[src/rtl/msi_rx_pkg.sv]
package msi_rx_pkg;

    localparam int unsigned PAGE_SHIFT   = 12;
    localparam logic [1:0]  SIZE_WORD    = 2'd2;

    typedef enum logic [1:0] {
        ACC_NOP     = 2'd0,
        ACC_SETPEND = 2'd1,
        ACC_REJECT  = 2'd2
    } acc_kind_e;

    typedef struct packed {
        logic misaligned;
        logic out_of_range;
        logic le_slot;
    } addr_class_t;

    function automatic int unsigned width_of(input int unsigned n);
        return (n <= 1) ? 1 : $clog2(n);
    endfunction

endpackage

[src/rtl/msi_addr_decode.sv]
module msi_addr_decode
    import msi_rx_pkg::*;
#(
    parameter int unsigned ADDR_W    = 16,
    parameter int unsigned NUM_PAGES = 4,
    parameter int unsigned PAGE_W    = 2
) (
    input  logic [ADDR_W-1:0] addr,
    input  logic [1:0]        size,
    output addr_class_t       cls,
    output logic [PAGE_W-1:0] page
);
    localparam logic [ADDR_W:0] WINDOW_END =
        (ADDR_W+1)'(NUM_PAGES * (1 << PAGE_SHIFT));

    logic [ADDR_W-1:0] page_full;

    always_comb begin
        cls.misaligned   = (size != SIZE_WORD) || (addr[1:0] != 2'b00);
        cls.out_of_range = ({1'b0, addr} >= WINDOW_END);
        cls.le_slot      = (addr[PAGE_SHIFT-1:0] == '0);
        page_full        = addr >> PAGE_SHIFT;
        page             = page_full[PAGE_W-1:0];
    end
endmodule

[src/rtl/msi_id_filter.sv]
module msi_id_filter #(
    parameter int unsigned NUM_IDS = 64,
    parameter int unsigned ID_W    = 6
) (
    input  logic [31:0]     data,
    output logic            id_ok,
    output logic [ID_W-1:0] id
);
    localparam logic [31:0] ID_LIMIT = 32'(NUM_IDS);

    always_comb begin
        id_ok = (data != 32'd0) && (data < ID_LIMIT);
        id    = data[ID_W-1:0];
    end
endmodule

[src/rtl/msi_req_classify.sv]
module msi_req_classify
    import msi_rx_pkg::*;
(
    input  logic        is_write,
    input  addr_class_t cls,
    input  logic        id_ok,
    output acc_kind_e   kind
);
    always_comb begin
        if (cls.misaligned || cls.out_of_range)
            kind = ACC_REJECT;
        else if (is_write && cls.le_slot && id_ok)
            kind = ACC_SETPEND;
        else
            kind = ACC_NOP;
    end
endmodule

[src/rtl/msi_page_receiver.sv]
module msi_page_receiver
    import msi_rx_pkg::*;
#(
    parameter int unsigned ADDR_W    = 16,
    parameter int unsigned NUM_PAGES = 4,
    parameter int unsigned NUM_IDS   = 64,
    localparam int unsigned PAGE_W   = width_of(NUM_PAGES),
    localparam int unsigned ID_W     = width_of(NUM_IDS)
) (
    input  logic              clk,
    input  logic              rst,
    input  logic              req_valid,
    output logic              req_ready,
    input  logic              req_write,
    input  logic [ADDR_W-1:0] req_addr,
    input  logic [1:0]        req_size,
    input  logic [31:0]       req_wdata,
    output logic              rsp_valid,
    output logic [31:0]       rsp_rdata,
    output logic              sp_valid,
    output logic [PAGE_W-1:0] sp_page,
    output logic [ID_W-1:0]   sp_id,
    output logic              err_pulse
);
    addr_class_t       cls;
    logic [PAGE_W-1:0] dec_page;
    logic              id_ok;
    logic [ID_W-1:0]   dec_id;
    acc_kind_e         kind;
    logic              hs;

    msi_addr_decode #(
        .ADDR_W(ADDR_W), .NUM_PAGES(NUM_PAGES), .PAGE_W(PAGE_W)
    ) u_decode (
        .addr(req_addr), .size(req_size), .cls(cls), .page(dec_page)
    );

    msi_id_filter #(
        .NUM_IDS(NUM_IDS), .ID_W(ID_W)
    ) u_filter (
        .data(req_wdata), .id_ok(id_ok), .id(dec_id)
    );

    msi_req_classify u_classify (
        .is_write(req_write), .cls(cls), .id_ok(id_ok), .kind(kind)
    );

    assign req_ready = 1'b1;
    assign hs        = req_valid && req_ready;
    assign rsp_rdata = 32'd0;

    always_ff @(posedge clk) begin
        if (rst) begin
            rsp_valid <= 1'b0;
            sp_valid  <= 1'b0;
            err_pulse <= 1'b0;
            sp_page   <= '0;
            sp_id     <= '0;
        end else begin
            rsp_valid <= hs;
            sp_valid  <= hs && (kind == ACC_SETPEND);
            err_pulse <= hs && (kind == ACC_REJECT);
            if (hs && (kind == ACC_SETPEND)) begin
                sp_page <= dec_page;
                sp_id   <= dec_id;
            end
        end
    end

    a_r1_response: assert property (@(posedge clk) disable iff (rst)
        req_valid |=> rsp_valid);

    a_r1_no_spurious_rsp: assert property (@(posedge clk) disable iff (rst)
        rsp_valid |-> $past(req_valid));

    a_r5_strobe_from_write: assert property (@(posedge clk) disable iff (rst)
        sp_valid |-> $past(req_valid && req_write && req_size == SIZE_WORD));

    a_r7_id_in_range: assert property (@(posedge clk) disable iff (rst)
        sp_valid |-> (sp_id != '0) && (32'(sp_id) < 32'(NUM_IDS)));

    a_r3_page_in_range: assert property (@(posedge clk) disable iff (rst)
        sp_valid |-> (32'(sp_page) < 32'(NUM_PAGES)));

    a_r2_exclusive: assert property (@(posedge clk) disable iff (rst)
        !(sp_valid && err_pulse));

    a_r2_err_from_req: assert property (@(posedge clk) disable iff (rst)
        err_pulse |-> $past(req_valid));
endmodule

[config.mk]
export PLATFORM = sky130hd
export DESIGN_NAME = msi_page_receiver
export DESIGN_NICKNAME = d
export VERILOG_FILES = /design/src/rtl/msi_rx_pkg.sv /design/src/rtl/msi_addr_decode.sv /design/src/rtl/msi_id_filter.sv /design/src/rtl/msi_req_classify.sv /design/src/rtl/msi_page_receiver.sv
export SDC_FILE = /design/constraint.sdc
export NUM_CORES = 1
export LEC_CHECK = 0
export ABC_AREA = 1
export BUFFER_PORTS_ARGS = -buffer_cell sky130_fd_sc_hd__buf_4
export CORE_ASPECT_RATIO = 0.7
export CORE_MARGIN = 3
export CORE_UTILIZATION = 40
export CTS_BUF_LIST = sky130_fd_sc_hd__clkbuf_2 sky130_fd_sc_hd__clkbuf_4 sky130_fd_sc_hd__clkbuf_8
export DETAILED_ROUTE_END_ITERATION = 12
export GPL_TIMING_DRIVEN = 0
export PLACE_DENSITY = 0.95
export REMOVE_ABC_BUFFERS = 1
export SETUP_SLACK_MARGIN = 0.15
export SLEW_MARGIN = 5
export SYNTH_ARGS = -nofsm -noshare
export SYNTH_HDL_FRONTEND = slang
export SYNTH_HIERARCHICAL = 1
export SYNTH_SLANG_ARGS = --single-unit
[constraint.sdc]
create_clock -name clk -period 2.7 [get_ports clk]
set_input_delay 0.405 -clock clk [delete_from_list [all_inputs] [get_ports clk]]
set_output_delay 0.405 -clock clk [all_outputs]
set_load 0.05 [all_outputs]
==> results.md, run 1 <==
- DRT antenna net count: 0
- DR iter-0 viols: 20
- First-pass GRT wire length: 2.92 mm
- Final wirelength: 2.09 mm
- Worst endpoint required time: 2.90 ns
- Mapped Cells: 158
- Die height: 47.4 um
- Leakage: 0.799 nW
- Max Buffers Root-to-Sink: 2
- CP max-delay cell: or2_0
- Starting Density: 43.9%
- Critical path class: input port to register
- CTS root buf: clkbuf_4
- Fin Hold WS: 0.300 ns
- Total track usage: 12.2%
- Fillers: 217
- I/O Pins: 98
- Int Pwr: 0.288 mW
- DRT Pass-1 Iters: 4
- Seq cells post-synth: 11
- Clock Power Share: 26.0%
- CTS Buf Count: 3
- Synth cell types: 17
- Max Slew Vio Count: 0
- Final period utilization: 55.8%
- Hold_buf cts: 0
- Final Critical Period: 1.51 ns
- Post-Syn Area: 977 um2
- MaxCap Viol Count: 0
- Core ar.: 0.00222 mm2
- Crit end category: register
- Worst EP arrival: 1.71 ns
- Pwr Total: 0.474 mW
- Hold Fails Final Rpt: 0
- Main synth FF type: dfxtp_1
- Htree depth: 1
- RD Place Congestion: 0.696
- Fraction of layout cells with a size suffix above 1: 35.3%
- Nets@finish: 270
- Post-synth top area share: 31.5%
- Worst hold path type: input port to register
- Crit start category: input port
- Net Sw Frac: 39.2%
- Area Overhead vs Synth: 35.6%
- Fin util: 59.6%
- Worst path cell trace: buf_4, or2_0, nor2_1, nand3_1, nor2_1, nand3_1, nor2_2, nand3_4, nand2_1, nand2_1, nor2_1
- CTS clock-pin slew for the worst setup and hold paths: 0.07 ns
- CTS tree: built
- Top-count cell post-synth: buf_4
- Via total after detailed routing: 876
- EDFF count, synth: 0
- Postcts setup bufs: 0
- Top cells by count, synth: buf_4, nor2_1, nand2_1
- # DRC: 0
- Dominant cells by area after synthesis: buf_4, dfxtp_1, nor2_1, nand2_1, inv_1
- Port-buffer cells: 64
- R2R Path Start: sp_page[1]
- Worst skew pair latency: 0.27 ns
- Syn Area/Cell: 6.18 um2
- Clk_skew: 0 ns
- Sequential element share of the synthesized area: 22.5%
- Comb power frac: 39.4%
- Asr flop ratio synth: 0%
- Clk sinks: 11
- Std cell rows: 14
- Maximum VDD drop: 0.000152 V
- Status: finished, final reports clean
- Vias in the first global route: 713
- CP max FO: 17
- WL per Instance: 8.45 um
- Die Area: 0.00308 mm2
- Post-CTS Resized: 0
- Fmax: 0.664 GHz
- Ys Warns: 6
- Switching power total: 0.186 mW
- CP peak stage delay: 0.21 ns
- Crit path top cell by count: nor2_1
- CP startpoint: req_wdata[14]
- Total negative slack: 0 ns
- RSZ-0062 raised after global routing: false
- Pwr Density: 358 mW/mm2
- Final setup violation count: 0
- Hold Crit Start: rst
- N_diodes: 0
- Sequential Power Share: 34.6%
- Largest area contributor in the netlist: buf_4
- Initial antenna violation count: 0
- Global route total overflow: 0
- Largest net degree at the start of global routing: 18
- Chip width: 65.1 um
- DR vias/cell: 3.55
- DP HPWL: 1.86 mm
[layer usage]
layer / vias up / GRT usage [%] / part of all wire, %
met5: - / 0 / 0
met2: 35 / 25.2 / 56
met3: 0 / 3.11 / 8.5
met1: 345 / 13.0 / 35
met4: 0 / 2.48 / 0
li1: 496 / - / -
[final cells by class]
| type | instances | area (um2) | area share, % |
|---|---|---|---|
| sequential | 11 | 220 | 16.6 |
| inverter | 22 | 82.6 | 6.23 |
| timing repair buffer | 64 | 480 | 36.3 |
| clock buffer | 4 | 30.0 | 2.27 |
| multi-input combinational | 114 | 472 | 35.6 |
| tap | 32 | 40.0 | 3.02 |
[cells by family after synthesis]
family / share of synthesized area, %
other cells: 0.769
flops: 22.5
simple gates: 35.6
buf+inv: 41.1
[per-stage QoR]
stage / cells / worst slack (ns) / instance area, um2
after floorplan: 147 / 1.20 / 774
after global placement: 243 / 0.908 / 1290
after detailed placement: 243 / 0.869 / 1290
after CTS: 247 / 1.15 / 1330
after global routing: 247 / 1.04 / 1330
final: 247 / 1.19 / 1330
[registers in the layout (all words and copies together), names as in the netlist]
name / count
rsp_valid: 1
sp_page: 2
sp_valid: 1
err_pulse: 1
sp_id: 6
[layout by cell type (no fill, tap or decap)]
| cell type | instances |
|---|---|
| or2_2 | 1 |
| inv_1 | 21 |
| or2_0 | 1 |
| clkinv_1 | 1 |
| conb_1 | 33 |
| nor2_1 | 38 |
| nand4_1 | 1 |
| and2_0 | 1 |
| clkbuf_4 | 4 |
| dfxtp_1 | 11 |
| nand2_2 | 2 |
| nand3_4 | 1 |
| buf_4 | 64 |
| nand2_1 | 28 |
| nor2_2 | 4 |
| nand3_1 | 3 |
| nor3_1 | 1 |
[worst paths after layout]
check	end	slack [ns]	depth (start not counted)
worst max register to register	sp_page[1]	2.05	4
worst max-delay path	sp_page[1]	1.19	11
worst min register to register	sp_id[4]	0.51	4
worst min-delay path	sp_valid	0.30	2
[power by group through the flow]
| stage | logic (mW) | clock network, mW | registers (mW) |
|---|---|---|---|
| 3_5_place_dp | 0.185 | 0 | 0.168 |
| 6_report | 0.186 | 0.123 | 0.164 |
| 3_3_place_gp | 0.184 | 0 | 0.168 |
| 2_1_floorplan | 0.116 | 0 | 0.174 |
| 4_1_cts | 0.185 | 0.128 | 0.164 |
| 5_1_grt | 0.199 | 0.133 | 0.164 |
[worst max-delay path, delay by kind of cell]
family | cells | cell delay, ns
AND/OR/NAND/NOR | 10 | 1.19
buffers and inverters | 1 | 0.10
No activity file was read; power rests on OpenSTA's default activity.
==> inputs of run 2 (changes only) <==
CORE_UTILIZATION = 37   (was 40)
PLACE_DENSITY = 0.92   (was 0.95)
clock period = 1.55 ns   (was 2.7 ns; I/O delays follow)
==> run 2 against run 1 <==
Effect of this change:
- count of clock-buffer cells in the layout did not move
- design area rose by 6.1%
- register-to-register slack got worse by 1.2 ns
- global-route usage rose by 1.2 points
- flip-flop and latch count did not move
- worst setup slack got worse by 1.0 ns
- first-iteration DRC count fell by 5.0%
- highest routed layer is now met4
==> results.md, run 2 (same netlist as run 1, synthesis figures left out) <==
- RSZ-0062 raised after global routing: true (was false)
- Biggest register: sp_id (unchanged)
- DRT antenna net count: 0 (unchanged)
- DR vias/cell: 3.77 (was 3.55)
- Final instance area: 0.00141 mm2 (was 0.00133 mm2)
- Largest net degree at the start of global routing: 10 (was 18)
- Worst EP arrival: 1.57 ns (was 1.71 ns)
- Crit end category: register (unchanged)
- CP delay by family, top: simple AND/OR/NAND/NOR gates (unchanged)
- Buf/Inv on CP: 1 (unchanged)
- DR iter-0 viols: 19 (was 20)
- Pwr Total: 0.914 mW (was 0.474 mW)
- Crit start category: input port (unchanged)
- Total track usage: 13.4% (was 12.2%)
- Core ar.: 0.00233 mm2 (was 0.00222 mm2)
- Fmax: 0.713 GHz
- WL per Instance: 9.33 um (was 8.45 um)
- Leakage: 0.807 nW (was 0.799 nW)
- First-pass GRT wire length: 3.38 mm (was 2.92 mm)
- Worst skew pair latency: 0.23 ns (was 0.27 ns)
- Hold Fails Final Rpt: 0 (unchanged)
- Initial antenna violation count: 0 (unchanged)
- DRT Pass-1 Iters: 4 (unchanged)
- CP max-delay cell: nor2_4 (was or2_0)
- Std cell rows: 14 (unchanged)
- Critical path class: input port to register (unchanged)
- MaxCap Viol Count: 0 (unchanged)
- Commonest cells after routing, fill and taps aside: buf_4, nor2_1, conb_1, nand2_1, inv_1 (unchanged)
- Max Slew Vio Count: 0 (unchanged)
- Final wirelength: 2.32 mm (was 2.09 mm)
- Starting Density: 41.9% (was 43.9%)
- Port-buffer cells: 64 (unchanged)
- Final cell count without fillers: 249 (was 247)
- Fin util: 60.4% (was 59.6%)
- Fillers: 235 (was 217)
- Most common cell after layout, fill and taps aside: buf_4 (unchanged)
- Max Buffers Root-to-Sink: 2 (unchanged)
- Status: finished, final reports clean (unchanged)
- Final setup violation count: 0 (unchanged)
- Postcts setup bufs: 0 (unchanged)
- Final Critical Period: 1.40 ns
- Die height: 49.0 um (was 47.4 um)
- CP peak stage delay: 0.22 ns (was 0.21 ns)
- Worst path cell trace: buf_6, or2_0, nor2_1, nand3_2, nor2_4, nand3_2, nor2_4, nand3_4, nand2_2, nand2_1, nor2_1 (was buf_4, or2_0, nor2_1, nand3_1, nor2_1, nand3_1, nor2_2, nand3_4, nand2_1, nand2_1, nor2_1)
- Worst endpoint required time: 1.72 ns (was 2.90 ns)
- RD Place Congestion: 0.680 (was 0.696)
- Clk sinks: 11 (unchanged)
- Die Area: 0.00330 mm2 (was 0.00308 mm2)
- Vias in the first global route: 790 (was 713)
- CTS tree: built (unchanged)
- N_diodes: 0 (unchanged)
- Htree depth: 1 (unchanged)
- CP max FO: 5 (was 17)
- Placed cell areas: 0.00129 mm2 (unchanged)
- R2R setup slack: 0.90 ns (was 2.05 ns)
- Chip width: 67.4 um (was 65.1 um)
- CTS Buf Count: 3 (unchanged)
- Placed cells: 243 (unchanged)
- Top flop regs: sp_id (6), sp_page (2) (unchanged)
- Final period utilization: 90.5%
- Via total after detailed routing: 939 (was 876)
- DP HPWL: 1.95 mm (was 1.86 mm)
- Global route total overflow: 0 (unchanged)
- CTS root buf: clkbuf_8 (was clkbuf_4)
- Hold_buf cts: 0 (unchanged)
- Pwr Density: 650 mW/mm2 (was 358 mW/mm2)
- # DRC: 0 (unchanged)
- I/O Pins: 98 (unchanged)
- Max FFs per register: 6 (unchanged)
- Nets@finish: 272 (was 270)
- CTS clock-pin slew for the worst setup and hold paths: 0.05 ns (was 0.07 ns)
- Worst hold path type: input port to register (unchanged)
- Fin Hold WS: 0.166 ns (was 0.300 ns)
- Clk_skew: 0 ns (unchanged)
- Fraction of layout cells with a size suffix above 1: 38.2% (was 35.3%)
- Maximum VDD drop: 0.000249 V (was 0.000152 V)
- Area Overhead vs Synth: 43.9% (was 35.6%)
==> run 2: cell types whose count changed in the layout (fill, tap and decap cells not counted), sizes merged <==
cell / change
nand3: +2
==> run 2: area by class of cell <==
type / count / area (um2) / area share, %
multi-input combinational: 116 / 527 / 37.5
timing repair buffer: 64 / 488 / 34.7
sequential: 11 / 220 / 15.7
inverter: 22 / 82.6 / 5.87
clock buffer: 4 / 48.8 / 3.47
tap: 32 / 40.0 / 2.85
==> run 2: worst reg2reg max path, delay by kind of cell, from the launching register on <==
kind	cells	cell delay (ns)
flip-flops	1	0.34
buffers and inverters	1	0.05
AND/OR/NAND/NOR	3	0.19
==> run 2: metal layers <==
metal  global-route usage [%]  vias up  part of all wire [%]
met3                     4.38        2                    10
met1                     13.7      386                    35
met5                        0        -                     0
met4                     3.03        0                  0.73
met2                     25.8       44                    54
li1                         -      507                     -
==> run 2: repair_timing <==
action,CTS,global route
gates resized for setup,1,9
gates cloned,1,1
pin swaps,1,11
setup endpoints to repair,4,9
==> run 2: stage by stage <==
step / setup TNS, ns / worst slack, ns
2_1_floorplan: 0 / 0.220
3_3_place_gp: -0.615 / -0.0864
3_5_place_dp: -0.750 / -0.113
4_1_cts: 0 / 0.125
5_1_grt: 0 / 0.0366
6_report: 0 / 0.147
==> run 2: final timing paths <==
kind            startpoint    endpoint  cells after the start
min reg2reg       sp_id[2]    sp_id[2]                      4
max reg2reg     sp_page[1]  sp_page[1]                      4
max          req_wdata[15]  sp_page[1]                     11
min                    rst    sp_valid                      2
==> run 2: report_power, final <==
part | switching (mW) | internal (mW) | leakage (nW)
Clock | 0.0992 | 0.197 | 0.0262
Sequential | 0.000646 | 0.286 | 0.0891
Combinational | 0.229 | 0.101 | 0.692
Total | 0.329 | 0.585 | 0.807
==> inputs of run 3 (changes only) <==
PLACE_DENSITY = unset   (was 0.92)
PLACE_DENSITY_LB_ADDON = 0.08   (was unset)
TNS_END_PERCENT = 50   (was unset)
==> run 3 against run 2 <==
Effect of this change:
- register-to-register slack about the same
- sequential share of layout area up 0.056 points
- routed wire length up 2.8%
- count of clock-buffer cells in the layout unchanged
- final cell count unchanged
- via count up 2.3%
- worst setup slack better by 0.032 ns
- design area down 0.36%
- worst hold slack worse by 0.0044 ns
- critical path type unchanged
- critical endpoint is now sp_page[0]
==> results.md, run 3 (same netlist as run 1, synthesis figures left out) <==
- Status: finished, final reports clean (unchanged)
- Total track usage: 13.0% (was 13.4%)
- Port-buffer cells: 64 (unchanged)
- Buf/Inv on CP: 1 (unchanged)
- CTS tree: built (unchanged)
- Largest net degree at the start of global routing: 18 (was 10)
- Std cell rows: 14 (unchanged)
- MaxCap Viol Count: 0 (unchanged)
- Int Pwr: 0.586 mW (was 0.585 mW)
- Fraction of layout cells with a size suffix above 1: 37.3% (was 38.2%)
- Fin Hold WS: 0.161 ns (was 0.166 ns)
- Postcts setup bufs: 0 (unchanged)
- Initial antenna violation count: 0 (unchanged)
- DRT Pass-1 Iters: 4 (unchanged)
- Pwr Density: 659 mW/mm2 (was 650 mW/mm2)
- Worst endpoint required time: 1.68 ns (was 1.72 ns)
- CTS Buf Count: 3 (unchanged)
- Fin util: 60.2% (was 60.4%)
- Biggest register: sp_id (unchanged)
- Switching power total: 0.338 mW (was 0.329 mW)
- Worst skew pair latency: 0.24 ns (was 0.23 ns)
- Critical path class: input port to register (unchanged)
- CTS clock-pin slew for the worst setup and hold paths: 0.05 ns (about the same)
- Crit path top cell by count: nor2_1
- DP HPWL: 1.92 mm (was 1.95 mm)
- Final Critical Period: 1.37 ns (was 1.40 ns)
- Maximum VDD drop: 0.000467 V (was 0.000249 V)
- Final wirelength: 2.39 mm (was 2.32 mm)
- WL per Instance: 9.59 um (was 9.33 um)
- CP max FO: 8 (was 5)
- Final period utilization: 88.4% (was 90.5%)
- Clock Power Share: 33.1% (was 32.4%)
- Max Buffers Root-to-Sink: 2 (unchanged)
- # DRC: 0 (unchanged)
- Crit end category: register (unchanged)
- RSZ-0062 raised after global routing: true (unchanged)
- Starting Density: 41.9% (unchanged)
- Nets@finish: 272 (unchanged)
- Crit start category: input port (unchanged)
- Post-CTS Resized: 0 (was 1)
- Fmax: 0.729 GHz (was 0.713 GHz)
- CTS root buf: clkbuf_8 (unchanged)
- Die Area: 0.00330 mm2 (unchanged)
- Worst EP arrival: 1.50 ns (was 1.57 ns)
- Global route total overflow: 0 (unchanged)
- Max Slew Vio Count: 0 (unchanged)
- CP max-delay cell: nor2_4 (unchanged)
- Commonest cells after routing, fill and taps aside: buf_4, nor2_1, conb_1, nand2_1, inv_1 (unchanged)
- Multi-input gate area in the final layout: 522 um2 (was 527 um2)
- Htree depth: 1 (unchanged)
- Max FFs per register: 6 (unchanged)
- First-pass GRT wire length: 3.24 mm (was 3.38 mm)
- Area Overhead vs Synth: 43.4% (was 43.9%)
- Top flop regs: sp_id (6), sp_page (2) (unchanged)
- CP peak stage delay: 0.23 ns (was 0.22 ns)
- DR vias/cell: 3.86 (was 3.77)
- Clk_skew: 0 ns (unchanged)
- Via total after detailed routing: 961 (was 939)
- Total negative slack: 0 ns (unchanged)
- Sequential Power Share: 31.1% (was 31.4%)
- Leakage: 0.809 nW (was 0.807 nW)
- Comb power frac: 35.8% (was 36.2%)
- DRT antenna net count: 0 (unchanged)
- Final setup violation count: 0 (unchanged)
- N_diodes: 0 (unchanged)
- CP delay by family, top: simple AND/OR/NAND/NOR gates (unchanged)
- Die height: 49.0 um (unchanged)
- Fillers: 234 (was 235)
- I/O Pins: 98 (unchanged)
- Vias in the first global route: 813 (was 790)
- Hold Fails Final Rpt: 0 (unchanged)
- RD Place Congestion: 0.704 (was 0.680)
- Pwr Total: 0.923 mW (was 0.914 mW)
- Hold_buf cts: 0 (unchanged)
- Worst hold path type: input port to register (unchanged)
- DR iter-0 viols: 6 (was 19)
- Worst path cell trace: buf_6, or2_0, nor2_1, nand3_1, nor2_2, nand3_2, nor2_4, nand3_4, nor2_1, nor2_1 (was buf_6, or2_0, nor2_1, nand3_2, nor2_4, nand3_2, nor2_4, nand3_4, nand2_2, nand2_1, nor2_1)
- Most common cell after layout, fill and taps aside: buf_4 (unchanged)
- Net Sw Frac: 36.6% (was 36.0%)
- Clk sinks: 11 (unchanged)
- Chip width: 67.4 um (unchanged)
- Core ar.: 0.00233 mm2 (unchanged)
- Sequential Area: 220 um2 (unchanged)
==> run 3: cell counts in the layout (fill, tap and decap cells not counted) <==
Identical to the previous run, type by type.
==> run 3: power by group through the flow <==
| stage | combinational (mW) | sequential [mW] | clock [mW] |
|---|---|---|---|
| final | 0.331 | 0.287 | 0.305 |
| after global placement | 0.321 | 0.293 | 0 |
| after CTS | 0.324 | 0.287 | 0.312 |
| after floorplan | 0.201 | 0.302 | 0 |
| after detailed placement | 0.324 | 0.292 | 0 |
| after global routing | 0.350 | 0.287 | 0.328 |
==> run 3: area by class of cell <==
class	count	share of cell area, %
repair buffers	64	34.8
flip-flops and latches	11	15.7
well taps	32	2.86
clock buffers	4	3.48
inverters	22	5.89
multi-input cells	116	37.2
==> run 3: worst paths after layout <==
check | from | end | slack [ns] | cells past startpoint
worst max-delay path | req_wdata[14] | sp_page[0] | 0.18 | 10
worst min-delay path | rst | sp_valid | 0.16 | 2
worst min register to register | sp_id[3] | sp_id[3] | 0.51 | 4
worst max register to register | sp_id[5] | sp_id[5] | 0.91 | 4
==> run 3: routing by layer <==
layer	GRT usage [%]	vias to the layer above	part of all wire [%]
met1	11.7	394	35
met2	25.4	58	52
met3	4.61	2	12
met5	0	-	0
li1	-	507	-
met4	5.05	0	0.42
==> run 3: metrics by stage <==
stage	instances	worst slack (ns)	area, um2
final	249	0.179	1400
after global routing	249	-0.0000865	1400
after CTS	247	0.166	1340
after detailed placement	243	-0.0818	1290
after global placement	243	-0.0563	1290
after floorplan	147	0.220	774
==> run 3: worst reg2reg max path, stage by stage (launching register included) <==
cell and delay, ns:
dfxtp_1 0.34, inv_1 0.05, nand2_1 0.05, nand2_1 0.06, nor2_2 0.09
